File: config.mk
export PLATFORM = sky130hd
export DESIGN_NAME = line_fetch_bridge
export DESIGN_NICKNAME = d
export VERILOG_FILES = /design/src/rtl/lfb_pkg.sv /design/src/rtl/lfb_rd_timer.sv /design/src/rtl/lfb_resp_hold.sv /design/src/rtl/lfb_ctrl.sv /design/src/rtl/line_fetch_bridge.sv
export SDC_FILE = /design/constraint.sdc
export NUM_CORES = 1
export LEC_CHECK = 0
export ABC_AREA = 1
export BUFFER_PORTS_ARGS = -buffer_cell sky130_fd_sc_hd__buf_2
export CAP_MARGIN = 30
export CORE_ASPECT_RATIO = 0.8
export CORE_MARGIN = 2
export CORE_UTILIZATION = 40
export DETAILED_ROUTE_END_ITERATION = 8
export PLACE_DENSITY = 0.72
export SLEW_MARGIN = 5
export SYNTH_ARGS = -nofsm -noshare
export SYNTH_HDL_FRONTEND = slang
export SYNTH_SLANG_ARGS = --single-unit
File: constraint.sdc
create_clock -name clk -period 1.67 [get_ports clk]
set_input_delay 0.167 -clock clk [delete_from_list [all_inputs] [get_ports clk]]
set_output_delay 0.167 -clock clk [all_outputs]
set_load 0.01 [all_outputs]
File: src/rtl/lfb_pkg.sv
package lfb_pkg;

  typedef enum logic [1:0] {
    ST_IDLE = 2'd0,
    ST_READ = 2'd1,
    ST_PUSH = 2'd2
  } lfb_state_e;

endpackage

File: src/rtl/lfb_rd_timer.sv
// Ends each memory word read: acknowledge, error or expiry of the wait window.
module lfb_rd_timer #(
  parameter int TIMEOUT_CYC = 16
) (
  input  logic clk,
  input  logic rst_n,
  input  logic rd_en,
  input  logic mem_ack,
  input  logic mem_err,
  output logic rd_done,
  output logic rd_ok
);

  logic expire;
  logic hit;

  assign hit     = mem_ack | mem_err;
  assign rd_done = rd_en & (hit | expire);
  assign rd_ok   = rd_en & mem_ack & ~mem_err;

  generate
    if (TIMEOUT_CYC > 1) begin : g_count
      localparam int CW = $clog2(TIMEOUT_CYC);
      localparam logic [CW-1:0] LAST_CYC = CW'(TIMEOUT_CYC - 1);

      logic [CW-1:0] cnt_q;
      logic [CW-1:0] cnt_d;
      logic          cnt_en;

      assign expire = (cnt_q == LAST_CYC);

      always_comb begin
        cnt_en = 1'b1;
        if (rd_en && !rd_done) begin
          cnt_d = cnt_q + CW'(1);
        end else begin
          cnt_d = '0;
        end
      end

      always_ff @(posedge clk or negedge rst_n) begin
        if (!rst_n) begin
          cnt_q <= '0;
        end else if (cnt_en) begin
          cnt_q <= cnt_d;
        end
      end
    end else begin : g_single
      assign expire = 1'b1;
    end
  endgenerate

endmodule

File: src/rtl/lfb_resp_hold.sv
// One-word holding register in front of the response link.
module lfb_resp_hold #(
  parameter int DATA_W = 32
) (
  input  logic              clk,
  input  logic              rst_n,
  input  logic              cap,
  input  logic              cap_ok,
  input  logic [DATA_W-1:0] cap_data,
  input  logic              resp_full,
  output logic              resp_push,
  output logic              resp_ctrl,
  output logic [DATA_W-1:0] resp_data,
  output logic              hold_vld
);

  logic              vld_q;
  logic              vld_d;
  logic              ok_q;
  logic [DATA_W-1:0] data_q;
  logic [DATA_W-1:0] data_d;

  assign resp_push = vld_q & ~resp_full;
  assign resp_ctrl = ok_q;
  assign resp_data = data_q;
  assign hold_vld  = vld_q;

  always_comb begin
    vld_d = vld_q;
    if (cap) begin
      vld_d = 1'b1;
    end else if (resp_push) begin
      vld_d = 1'b0;
    end
    data_d = cap_ok ? cap_data : '0;
  end

  always_ff @(posedge clk or negedge rst_n) begin
    if (!rst_n) begin
      vld_q <= 1'b0;
    end else begin
      vld_q <= vld_d;
    end
  end

  always_ff @(posedge clk) begin
    if (cap) begin
      ok_q   <= cap_ok;
      data_q <= data_d;
    end
  end

endmodule

File: src/rtl/lfb_ctrl.sv
// Request intake, line sequencing and wrapped word addressing.
module lfb_ctrl
  import lfb_pkg::*;
#(
  parameter int DATA_W     = 32,
  parameter int LINE_WORDS = 4
) (
  input  logic              clk,
  input  logic              rst_n,
  input  logic              req_valid,
  input  logic              req_ctrl,
  input  logic [DATA_W-1:0] req_addr,
  input  logic              rd_done,
  input  logic              push_fire,
  output logic              req_pop,
  output logic              rd_en,
  output logic [DATA_W-1:0] word_addr
);

  localparam int IDX_W = $clog2(LINE_WORDS);
  localparam int TAG_W = DATA_W - IDX_W;
  localparam logic [IDX_W-1:0] LAST_W = IDX_W'(LINE_WORDS - 1);

  lfb_state_e       state_q;
  lfb_state_e       state_d;
  logic [TAG_W-1:0] line_q;
  logic [IDX_W-1:0] start_q;
  logic [IDX_W-1:0] wcnt_q;
  logic [IDX_W-1:0] wcnt_d;
  logic [IDX_W-1:0] idx;
  logic             idle;
  logic             accept;
  logic             last_word;
  logic             wcnt_en;

  assign idle      = (state_q == ST_IDLE);
  assign req_pop   = idle & req_valid;
  assign accept    = req_pop & ~req_ctrl;
  assign rd_en     = (state_q == ST_READ);
  assign last_word = (wcnt_q == LAST_W);
  assign idx       = start_q + wcnt_q;
  assign word_addr = {line_q, idx};

  always_comb begin
    state_d = state_q;
    wcnt_en = 1'b0;
    wcnt_d  = wcnt_q;
    case (state_q)
      ST_IDLE: begin
        if (accept) begin
          state_d = ST_READ;
          wcnt_en = 1'b1;
          wcnt_d  = '0;
        end
      end
      ST_READ: begin
        if (rd_done) begin
          state_d = ST_PUSH;
        end
      end
      ST_PUSH: begin
        if (push_fire) begin
          if (last_word) begin
            state_d = ST_IDLE;
          end else begin
            state_d = ST_READ;
            wcnt_en = 1'b1;
            wcnt_d  = wcnt_q + IDX_W'(1);
          end
        end
      end
      default: state_d = ST_IDLE;
    endcase
  end

  always_ff @(posedge clk or negedge rst_n) begin
    if (!rst_n) begin
      state_q <= ST_IDLE;
    end else begin
      state_q <= state_d;
    end
  end

  always_ff @(posedge clk) begin
    if (accept) begin
      line_q  <= req_addr[DATA_W-1:IDX_W];
      start_q <= req_addr[IDX_W-1:0];
    end
  end

  always_ff @(posedge clk) begin
    if (wcnt_en) begin
      wcnt_q <= wcnt_d;
    end
  end

endmodule

File: src/rtl/line_fetch_bridge.sv
module line_fetch_bridge #(
  parameter int DATA_W      = 32,
  parameter int LINE_WORDS  = 4,
  parameter int TIMEOUT_CYC = 16
) (
  input  logic              clk,
  input  logic              rst_n,
  input  logic              req_valid,
  input  logic              req_ctrl,
  input  logic [DATA_W-1:0] req_data,
  output logic              req_pop,
  output logic              mem_rd,
  output logic [DATA_W-1:0] mem_addr,
  input  logic              mem_ack,
  input  logic              mem_err,
  input  logic [DATA_W-1:0] mem_rdata,
  input  logic              resp_full,
  output logic              resp_push,
  output logic              resp_ctrl,
  output logic [DATA_W-1:0] resp_data
);

  logic rd_done;
  logic rd_ok;
  logic hold_vld;

  lfb_ctrl #(
    .DATA_W     (DATA_W),
    .LINE_WORDS (LINE_WORDS)
  ) u_ctrl (
    .clk       (clk),
    .rst_n     (rst_n),
    .req_valid (req_valid),
    .req_ctrl  (req_ctrl),
    .req_addr  (req_data),
    .rd_done   (rd_done),
    .push_fire (resp_push),
    .req_pop   (req_pop),
    .rd_en     (mem_rd),
    .word_addr (mem_addr)
  );

  lfb_rd_timer #(
    .TIMEOUT_CYC (TIMEOUT_CYC)
  ) u_timer (
    .clk     (clk),
    .rst_n   (rst_n),
    .rd_en   (mem_rd),
    .mem_ack (mem_ack),
    .mem_err (mem_err),
    .rd_done (rd_done),
    .rd_ok   (rd_ok)
  );

  lfb_resp_hold #(
    .DATA_W (DATA_W)
  ) u_hold (
    .clk       (clk),
    .rst_n     (rst_n),
    .cap       (rd_done),
    .cap_ok    (rd_ok),
    .cap_data  (mem_rdata),
    .resp_full (resp_full),
    .resp_push (resp_push),
    .resp_ctrl (resp_ctrl),
    .resp_data (resp_data),
    .hold_vld  (hold_vld)
  );

endmodule

# After elaboration in Yosys (flattened, before gate mapping)
# Cells that the tools add are included.
dict set report word_totals {
  input_bits 71
  register_bits 74
  output_inout_bits 68
  word_cells 53
}
dict set report classes {
  bitwise 11
  n_reduce_logical 7
  muxes 16
  eq_ne 8
  addsub 3
}
# op count
set ops {}
lappend ops {{$mux W2} 6}
lappend ops {{$ne A2 B2 Y1 const B} 4}
lappend ops {{$and A1 B1 Y1} 6}
lappend ops {{$mux W1} 6}
lappend ops {{$pmux W2 S3} 1}
lappend ops {{$reduce_and A5 Y1} 1}
lappend ops {{$add A4 B1 Y4 const B} 1}
lappend ops {{$eq A2 B2 Y1 const B} 2}
lappend ops {{$eq A4 B4 Y1 const B} 1}
lappend ops {{$mux W4} 1}
lappend ops {{$pmux W2 S2} 1}
lappend ops {{$reduce_bool A2 Y1} 2}
lappend ops {{$not A1 Y1} 3}
lappend ops {{$reduce_and A3 Y1} 1}
lappend ops {{$add A2 B1 Y2 const B} 1}
lappend ops {{$add A2 B2 Y2} 1}
lappend ops {{$eq A2 B1 Y1 const B} 1}
lappend ops {{$logic_not A2 Y1} 1}
lappend ops {{$or A1 B1 Y1} 2}
lappend ops {{$pmux W1 S2} 1}
lappend ops {{$logic_and A1 B1 Y1} 1}
lappend ops {{$logic_not A1 Y1} 1}

# Depth between registers and ports, before layout
# Gate-level depths: netlist (run 1).
dict set report logic_depth {
  ltp_word 6
  ltp_mapped 5
  depth_no_buf 5
}

# By module
# Synthesis (run 1) repeated with hierarchy kept, for this count alone.
dict set report hier_totals {
  cells_unflattened 199
  area_unflattened_um2 2746.4
}
# mod cells_per_inst n_inst seq_area_each_um2 area_each_um2
set modules_own_cells {}
lappend modules_own_cells {lfb_resp_hold 106 1 1016.0 1308.8}
lappend modules_own_cells {lfb_ctrl 71 1 1071.0 1238.7}
lappend modules_own_cells {lfb_rd_timer 22 1 100.1 198.9}

# Least setup slack after synthesis (run 1)
# Ideal clock, no wire load.
dict set report synth_path {
  path_kind {flip-flop to flip-flop}
  startpoint {register u_timer.g_count.cnt_q[0]}
  endpoint {register u_hold.ok_q, in the netlist u_hold.resp_ctrl (enable)}
  setup_time_ps 388
  t_arrival_ps 1412
  required_time_ps 1282
  synth_period_minus_slack_ps 1799
  path_stages_with_launch 6
  path_slack_ps -129
  path_cell_list {dfrtp_1 > ha_1 > nand3_1 > nand2_1 > nand2_1 > inv_1}
}
dict set report synth_between {
  elab_chain_len 3
}
# element line
set synth_rtl {}
lappend synth_rtl {{from (decl)} lfb_rd_timer.sv:26} ;# logic [CW-1:0] cnt_q;
lappend synth_rtl {{from (signal assigned)} lfb_rd_timer.sv:45} ;# cnt_q <= cnt_d;
lappend synth_rtl {{$eq A4 B4 Y1} lfb_rd_timer.sv:30} ;# assign expire = (cnt_q == LAST_CYC);
lappend synth_rtl {{$or A1 B1 Y1} lfb_rd_timer.sv:18} ;# assign rd_done = rd_en & (hit | expire);
lappend synth_rtl {{$and A1 B1 Y1} lfb_rd_timer.sv:18}
lappend synth_rtl {{net rd_done} line_fetch_bridge.sv:23} ;# logic rd_done;
lappend synth_rtl {{to (signal assigned)} lfb_resp_hold.sv:48} ;# ok_q <= cap_ok;
lappend synth_rtl {{to (decl)} lfb_resp_hold.sv:19} ;# logic ok_q;
# The timed path passes the listed nets, and every way through them passes these cells.
# A chain may end at the register's enable or synchronous reset.

# Final worst setup path (run 1)
dict set report layout_path {
  startpoint {register u_ctrl.wcnt_q[0]}
  endpoint {output mem_addr[1]}
}
dict set report layout_between {
  elab_chain_len 1
}
# element line
set layout_rtl {}
lappend layout_rtl {{from (decl)} lfb_ctrl.sv:28} ;# logic [IDX_W-1:0] wcnt_q;
lappend layout_rtl {{from (signal assigned)} lfb_ctrl.sv:93} ;# wcnt_q <= wcnt_d;
lappend layout_rtl {{$add A2 B2 Y2} lfb_ctrl.sv:41} ;# assign idx = start_q + wcnt_q;
lappend layout_rtl {{to (decl)} line_fetch_bridge.sv:13} ;# output logic [DATA_W-1:0] mem_addr,
# Every way passes these cells.

==> results of run 1 <==
[critical path: cells and delay by family (launching register included)]
kind          cells  cell delay [ps]
buf+inv           2              190
fa+ha+maj         1              240
simple gates      2              110
flops             1              430
[routing by layer]
metal	up-vias	part of all wire	track usage
met1	863	0.38	0.165
met4	0	0.0094	0.0465
met3	5	0.12	0.0757
li1	971	-	-
met5	-	0	0
met2	100	0.48	0.241
[how the worst max path moves through the flow]
stage / from / end / slack (ps)
after floorplan: u_timer.g_count.cnt_q[0] / u_hold.resp_ctrl / 0.8
after global placement: u_ctrl.state_q[1] / u_ctrl.line_q[6] / 240
after detailed placement: u_ctrl.state_q[1] / u_ctrl.line_q[6] / 210
after CTS: u_ctrl.wcnt_q[0] / mem_addr[1] / 190
after global routing: u_ctrl.state_q[1] / u_ctrl.line_q[19] / 110
final: u_ctrl.wcnt_q[0] / mem_addr[1] / 210
[cell families after synthesis]
| logic type | after synthesis |
|---|---|
| compound gates | 2 |
| flops | 74 |
| buf+inv | 50 |
| xor+xnor | 3 |
| simple gates | 61 |
| fa+ha+maj | 3 |
[state kept, by name, summed over array words and instances (netlist names)]
name	cells
u_ctrl.line_q	30
u_ctrl.start_q	2
u_ctrl.state_q	2
u_ctrl.wcnt_q	2
u_hold.hold_vld	1
u_hold.resp_ctrl	1
u_hold.resp_data	32
u_timer.g_count.cnt_q	4
[synthesized netlist by cell type]
library cell	instances	area, sq um
sky130_fd_sc_hd__xnor2_1	2	17.5
sky130_fd_sc_hd__nand3_1	5	25.0
sky130_fd_sc_hd__inv_1	47	176
sky130_fd_sc_hd__nand3b_1	1	7.51
sky130_fd_sc_hd__buf_6	3	33.8
sky130_fd_sc_hd__dfrtp_1	7	175
sky130_fd_sc_hd__xor2_1	1	8.76
sky130_fd_sc_hd__o21ai_0	2	10.0
sky130_fd_sc_hd__edfxtp_1	67	2010
sky130_fd_sc_hd__nor2_4	1	11.3
sky130_fd_sc_hd__nor2_1	42	158
sky130_fd_sc_hd__nand4_1	1	6.26
sky130_fd_sc_hd__ha_1	3	37.5
sky130_fd_sc_hd__nor2_2	2	12.5
sky130_fd_sc_hd__nand2_1	8	30.0
sky130_fd_sc_hd__nand2_4	1	11.3
[area by class of cell]
| type | instances | share of cell area |
|---|---|---|
| clock buffers | 10 | 0.0313 |
| clock inverters | 6 | 0.0224 |
| inverters | 47 | 0.0451 |
| repair buffers | 171 | 0.256 |
| well taps | 84 | 0.0258 |
| multi-input cells | 69 | 0.0829 |
| flip-flops and latches | 74 | 0.537 |
[power by group]
group	switching, mW	leakage [nW]	internal [mW]
logic	0.530	1.08	0.377
registers	0.0914	0.702	2.36
clock network	0.634	0.0987	0.844
total	1.25	1.89	3.58
[what timing repair did]
item | 4_1_cts | 5_1_grt
setup buffers | 0 | 0
hold buffers | 4 | 27
endpoints found under the hold margin | 10 | 27
==> results.md, run 1 <==
- The final count of hold timing violations is 0.
- Once the clock tree was built, the resizer swapped 0 gates to a different size.
- The synthesized area is 2730 sq um.
- The average footprint of a synthesized cell is 14.2 sq um.
- Pin placement for this block handled 139 I/O pins.
- The number of endpoints failing setup at the final stage is 0.
- The most common library cell in the layout ignoring fill and taps is sky130_fd_sc_hd__buf_2.
- The flip-flop and latch count after synthesis is 74.
- Setup repair after global routing left no endpoint under its margin.
- Of the total synthesized cell area, the portion taken by AND, OR, NAND and NOR gates is 0.0957.
- The kind of start point of the critical path is a flop.
- The top fanout value on the critical path is 3.
- After detailed routing, the average wire length per cell comes to 12.5 um.
- The placed instances occupy a cell area of 3540 sq um.
- The number of port buffers is 138.
- Excluding fillers, the count of instances in the completed layout stands at 461.
- The final standard cell utilization of the core is 0.626.
- STA classifies the critical path endpoint as an output port.
- Final hold analysis gives a worst-case slack of 39.2 ps.
- The die covers 7510 sq um.
- The accumulated negative setup slack is 0 ps.
- For the worst-skew pair, the clock arrives at the later sink with an insertion delay of 320 ps.
- The tightest slew margin relative to the limit is 0.760.
- The total nets after synthesis is 267.
- The sequential cells in the finished layout cover a total of 2190 sq um.
- Across the run, the number of max-cap violations was 0.
- The via count of the first global-routing pass is 1792.
- The H-tree generated during clock tree synthesis spans 3 levels.
- The library cell used as clock root buffer is sky130_fd_sc_hd__clkbuf_8.
- After layout, the worst setup slack is 213 ps.
- The initial antenna violation count came to 0.
- The post-synthesis to final-layout area growth is 49.1%.
- The cell row count is 26.
- IR analysis of the VDD net gives a maximum drop of 0.613 mV.
- In this run the worst hold path is classified as input port to flop.
- The repair_antennas step left the layout with diodes totalling 0.
- The total number of vias is 1939.
- After the first detailed-routing iteration, the DRC count stood at 55.
- Of the total synthesized cell area, the portion taken by full adders, half adders and majority gates is 0.0137.
- The final count of pins violating max slew is 0.
- In this run the most critical hold path is launched from req_data[4].
- The most frequent cell on the critical path is sky130_fd_sc_hd__nand2_1.
- In this run the horizontal extent of the chip is 96.4 um.
- Dividing total power by cell area gives a power density of 1190 nW/um^2.
- The number of clock sinks seen by CTS is 74.
- In the final layout, the share of cells above drive strength 1 is 0.430.
- After floorplanning, the core was sized to cover 6510 sq um.
- The weighted congestion at the end of routability-driven global placement is 0.697.
- The total power is 4.83 mW.
- For this run, the top clock speed supported by timing is 687 MHz.
- In this run the critical register-to-register path is launched from u_ctrl.state_q[1].
- The fraction of synthesized area in multiplexers is 0.
- The destination of the worst register-to-register timing path is u_ctrl.line_q[18].
- The die height is 77.9 um.
- The fraction of the yosys area taken by sequential cells is 0.800.
- Clock tree synthesis inserted a total of 9 buffers.
- On the final layout, the worst clock skew is 4.25 ps.
- By startpoint and endpoint, the worst setup path is classified as flop to output port.
- STA puts the critical path data required time at 1500 ps.
- The CTS tree is built.
- Traced cell by cell, the critical path runs through ha_1, inv_1, nand2_1, nand2_1, buf_2.
- The destination of the worst hold path is u_ctrl.line_q[2].
- The largest buffer count on any clock path is 2.
- After the last flow step, the layout net total stands at 446.
- The largest individual stage delay along the critical path comes from the cell sky130_fd_sc_hd__edfxtp_1.
- The combinational family with the most area after synthesis is simple AND/OR/NAND/NOR gates.
- Summing all multi-input logic gate instances after layout gives 338 sq um.
- The wire length of the first global-routing pass is 8050 um.
- The post-place setup slack is 211 ps.
- During synthesis, Yosys emitted a total of 0 warnings.
- The final period utilization is 0.872.
- Along the worst hold path, the cell count comes to 1.
- The initial utilization of the core area, before any placement, comes to 0.420.
- For this run the aggregate overflow at the end of global routing stands at 0.
- The arrival time at the worst endpoint is 1290 ps.
- In this run the register-to-register setup slack is 220 ps.
- The number of cells on the worst reg-to-reg path is 4.
- The compound-cell area share of the yosys netlist is 0.00366.
- The maximum single-stage delay on the critical path is 430 ps.
- The actual slew at the worst max-slew pin is 360 ps.
- The flow ran to the end, and the final reports show no timing, DRC or antenna violations.
- In this run the static leakage power is 1.89 nW.
- After detailed routing, the total wire length is 5750 um.
- Once detail routing completed, the nets flagged for antenna violations numbered 0.
- The instance count after placement with tap cells included is 414.
- Once detailed placement completed, the half-perimeter wirelength came to 4100 um.
- Dividing the detail-routed via count by the number of cells gives 4.21.
- The worst path in the final design needs a cycle of 1460 ps, including I/O delays and setup.
- In the global route stage, overall resource usage came out at 0.147.
- The post-synthesis cell type count is 16.
- The post-layout instance area is 4070 sq um.
- Counting every instance in the synthesized netlist gives 193.
- After filler insertion, the fill cell instance count of the layout stands at 516.
- The fraction of synthesized cell area in xor and xnor cells is 0.00962.
- The number of iterations in the first detailed-routing pass is 4.
- The maximum number of pins on one net before global-route repair is 34.
- In the layout the commonest cells are 138 x sky130_fd_sc_hd__buf_2, 67 x sky130_fd_sc_hd__edfxtp_1, 45 x sky130_fd_sc_hd__inv_1.
- The DRC violation count after routing is 0.
- After clock tree synthesis, the clock-pin slew on the worst setup and hold paths is 80 ps.
Note: power is estimated with default switching activity, not from simulation.
==> run 2: changes to the inputs <==
--- a/config.mk
+++ b/config.mk
@@ -9,7 +9,7 @@
 export BUFFER_PORTS_ARGS = -buffer_cell sky130_fd_sc_hd__buf_2
 export CAP_MARGIN = 30
 export CORE_ASPECT_RATIO = 0.8
-export CORE_MARGIN = 2
+export CORE_MARGIN = 4
 export CORE_UTILIZATION = 40
 export DETAILED_ROUTE_END_ITERATION = 8
 export PLACE_DENSITY = 0.72
==> run 2 against run 1 <==
- sequential power is essentially flat
- first-iteration DRC count increased by 13%
- maximum frequency fell by 5.8%
- flip-flop and latch count stayed put
- worst hold slack improved by 85 ps
- clock power down 21%
- power is 6.2% lower
- global-route usage grew 0.35 points
- final cell count rose by 0.65%
- count of clock-buffer cells in the layout stayed put
- sequential share of layout area rose by 0.47 points
==> results.md, run 2 (same netlist as run 1, synthesis figures left out) <==
- The flow ran to the end, and the final reports show no timing, DRC or antenna violations.
- The register with the most flip-flops in the layout has 32 of them.
- The H-tree was split into 3 levels.
- For this run, the total global-route usage over all layers was measured as 0.150.
- The total power is 4.53 mW.
- The number of vias per cell after detailed routing is 4.30.
- The maximum single-stage delay on the critical path is 400 ps.
- The start-to-end type of the worst setup path is flop to flop.
- At the end of routability-driven placement, the weighted congestion stood at 0.726.
- After detailed routing, the average wire length per cell comes to 13.5 um.
- The wire length of the first global-routing pass is 9160 um.
- The clock slew seen by the registers of the worst setup and hold paths is 70 ps.
- The worst hold path terminates at u_hold.resp_data[13].
- Setup violations remaining at the end of the flow were counted as 0.
- The multi-input combinational cells in the finished layout cover a total of 338 sq um.
- Setup repair after global routing left no endpoint under its margin.
- Of the total power, the clock network draws 0.259.
- The highest attainable clock frequency is 647 MHz.
- For this design the total switching power over the nets is 1.26 mW.
- The endpoint required time on the critical path is 1680 ps.
- The proportion of layout cells with a drive suffix above 1 is 0.429.
- After routing, the total negative slack on setup checks comes to 0 ps.
- The kind of start point of the critical path is a flop.
- For this design the ratio of total power to cell area is 1120 nW/um^2.
- Leaving out fill and tap cells, the most frequent cell in the layout is sky130_fd_sc_hd__buf_2.
- Entering global routing, the biggest net connects 34 pins.
- The pre-antenna-repair detailed-routing pass consisted of 4 iterations.
- On the critical path, the stage with the largest delay is an instance of sky130_fd_sc_hd__dfrtp_1.
- The number of instances resized during post-cts repair is 0.
- The count of filler cells inserted in the layout is 523.
- The worst register-to-register path ends at u_hold.resp_data[22].
- The total number of cells along the worst setup path is 6.
- Pin placement for this block handled 139 I/O pins.
- The die area is 8230 sq um.
- The actual slew at the worst max-slew pin is 355 ps.
- On the critical path the largest part of the delay comes from flip-flops.
- The analysis attributes to cell leakage a power of 1.88 nW.
- The kind of end point of the critical path is a flop.
- The number of routed nets with antenna violations is 0.
- Across all layers, the routed design uses 1996 vias.
- Of the total power, the share spent switching nets is 0.279.
- The source of the worst register-to-register timing path is u_timer.g_count.cnt_q[0].
- The effective utilization at floorplan is 0.420.
- The worst hold path passes through 3 cells.
- The die is 100 um wide.
- The peak supply drop is 0.523 mV.
- The worst pin sits at a relative slew slack of 0.764.
- The DRC violation count after routing is 0.
- The share of total power dissipated in combinational logic is 0.202.
- The max-capacitance violation count is 0.
- In this run the post-CTS setup repair buffer count came out at 0.
- The share of total power dissipated in sequential elements is 0.540.
- The library cell used as clock root buffer is sky130_fd_sc_hd__clkbuf_8.
- From synthesis to final layout, the design area changed by 47.8%.
- During placement, the flow inserted port buffers numbering 138.
- The final count of pins violating max slew is 0.
- Counting every sink on the clock net gives 74.
- The initial antenna violation count is 0.
- The final layout net count is 449.
- Of the available clock period, the critical path in the final layout requires 0.926.
- The final count of hold timing violations came to 0.
- The total wire length after detailed routing is 6250 um.
- The startpoint of the tightest hold check path is mem_rdata[13].
- No sink is reached through more buffers than the 2 on the longest clock path.
- The die is 81.9 um tall.
- The detailed router finished its first iteration with 62 violations.
- The total overflow left after global routing is 0.
- The top fanout value on the critical path is 24.
- The total area of sequential cells is 2190 sq um.
- The number of buffers inserted for hold repair after clock tree synthesis is 29.
- The setup skew after layout is 8.12 ps.
- The cell row count is 26.
- After legalization and detailed placement, the total HPWL measured 4440 um.
- In this run the worst hold path is classified as input port to flop.
- For the finished layout, the period the worst path requires is 1550 ps.
- The sum of buffers and inverters on the critical path is 2.
- The design internal power is 3.27 mW.
- TritonCTS built the clock tree.
- Walking the worst path, the cells encountered are ha_1, nand3_1, nand2_1, nand2_2, clkinvlp_4, buf_4.
- The total area inside the core boundary comes to 6510 sq um.
- The worst register-to-register path has a setup slack of 120 ps.
- The number of antenna diodes in the final layout is 0.
- The logic depth of the worst register-to-register path is 6.
- In the layout the commonest cells are 138 x sky130_fd_sc_hd__buf_2, 67 x sky130_fd_sc_hd__edfxtp_1, 45 x sky130_fd_sc_hd__inv_1.
- For the worst-skew pair, the clock arrives at the later sink with an insertion delay of 330 ps.
- Counting the buffers created by CTS gives 9.
- The via count of the first global-routing pass is 1935.
- The arrival time at the worst endpoint is 1560 ps.
## run 2: layout make-up
| cell class | count | share of cell area |
|---|---|---|
| inverter | 47 | 0.0455 |
| clock inverter | 6 | 0.0102 |
| clock buffer | 10 | 0.0316 |
| tap | 84 | 0.0260 |
| timing repair buffer | 174 | 0.261 |
| multi-input combinational | 69 | 0.0836 |
| sequential | 74 | 0.542 |
## run 2: worst register-to-register path: stages (launching register included)
cell and delay (ps):
sky130_fd_sc_hd__dfrtp_1 400, sky130_fd_sc_hd__ha_1 210, sky130_fd_sc_hd__nand3_1 90, sky130_fd_sc_hd__nand2_1 80
sky130_fd_sc_hd__nand2_2 70, sky130_fd_sc_hd__clkinvlp_4 80, sky130_fd_sc_hd__buf_4 290
## run 2: per-stage QoR
step | setup WS, ps | cell area (sq um) | hold slack [ps] | std cells | util
6_report | 124 | 4040 | 124 | 464 | 0.621
5_1_grt | 4.60 | 4040 | 106 | 464 | 0.621
4_1_cts | 111 | 4000 | 0.362 | 460 | 0.615
3_5_place_dp | 113 | 3540 | 8.92 | 415 | 0.544
3_3_place_gp | 160 | 3540 | 6.52 | 415 | 0.544
2_1_floorplan | 0.797 | 2740 | -129 | 193 | -
## run 2: metal layers
layer,global-route usage,part of all wire,vias up
li1,-,-,980
met1,0.172,0.41,903
met2,0.246,0.46,106
met3,0.0756,0.12,7
met4,0.0525,0.012,0
met5,0,0,-
## run 2: how the worst max path moves through the flow
stage / startpoint / endpoint / slack, ps
final: u_timer.g_count.cnt_q[0] / u_hold.resp_data[22] / 120
after global routing: u_timer.g_count.cnt_q[0] / u_hold.resp_data[22] / 5
after CTS: u_timer.g_count.cnt_q[0] / u_hold.resp_data[22] / 110
after detailed placement: u_timer.g_count.cnt_q[0] / u_hold.resp_data[1] / 110
after global placement: u_timer.g_count.cnt_q[0] / u_hold.resp_data[29] / 160
after floorplan: u_timer.g_count.cnt_q[0] / u_hold.resp_ctrl / 0.8
## run 2: power groups by stage
stage / clock [mW] / combinational, mW / sequential [mW]
global route: 1.31 / 1.02 / 2.47
detailed placement: 0 / 0.866 / 2.49
floorplan: 0 / 0.316 / 2.60
finish: 1.17 / 0.914 / 2.45
global placement: 0 / 0.853 / 2.48
CTS: 1.22 / 0.921 / 2.45
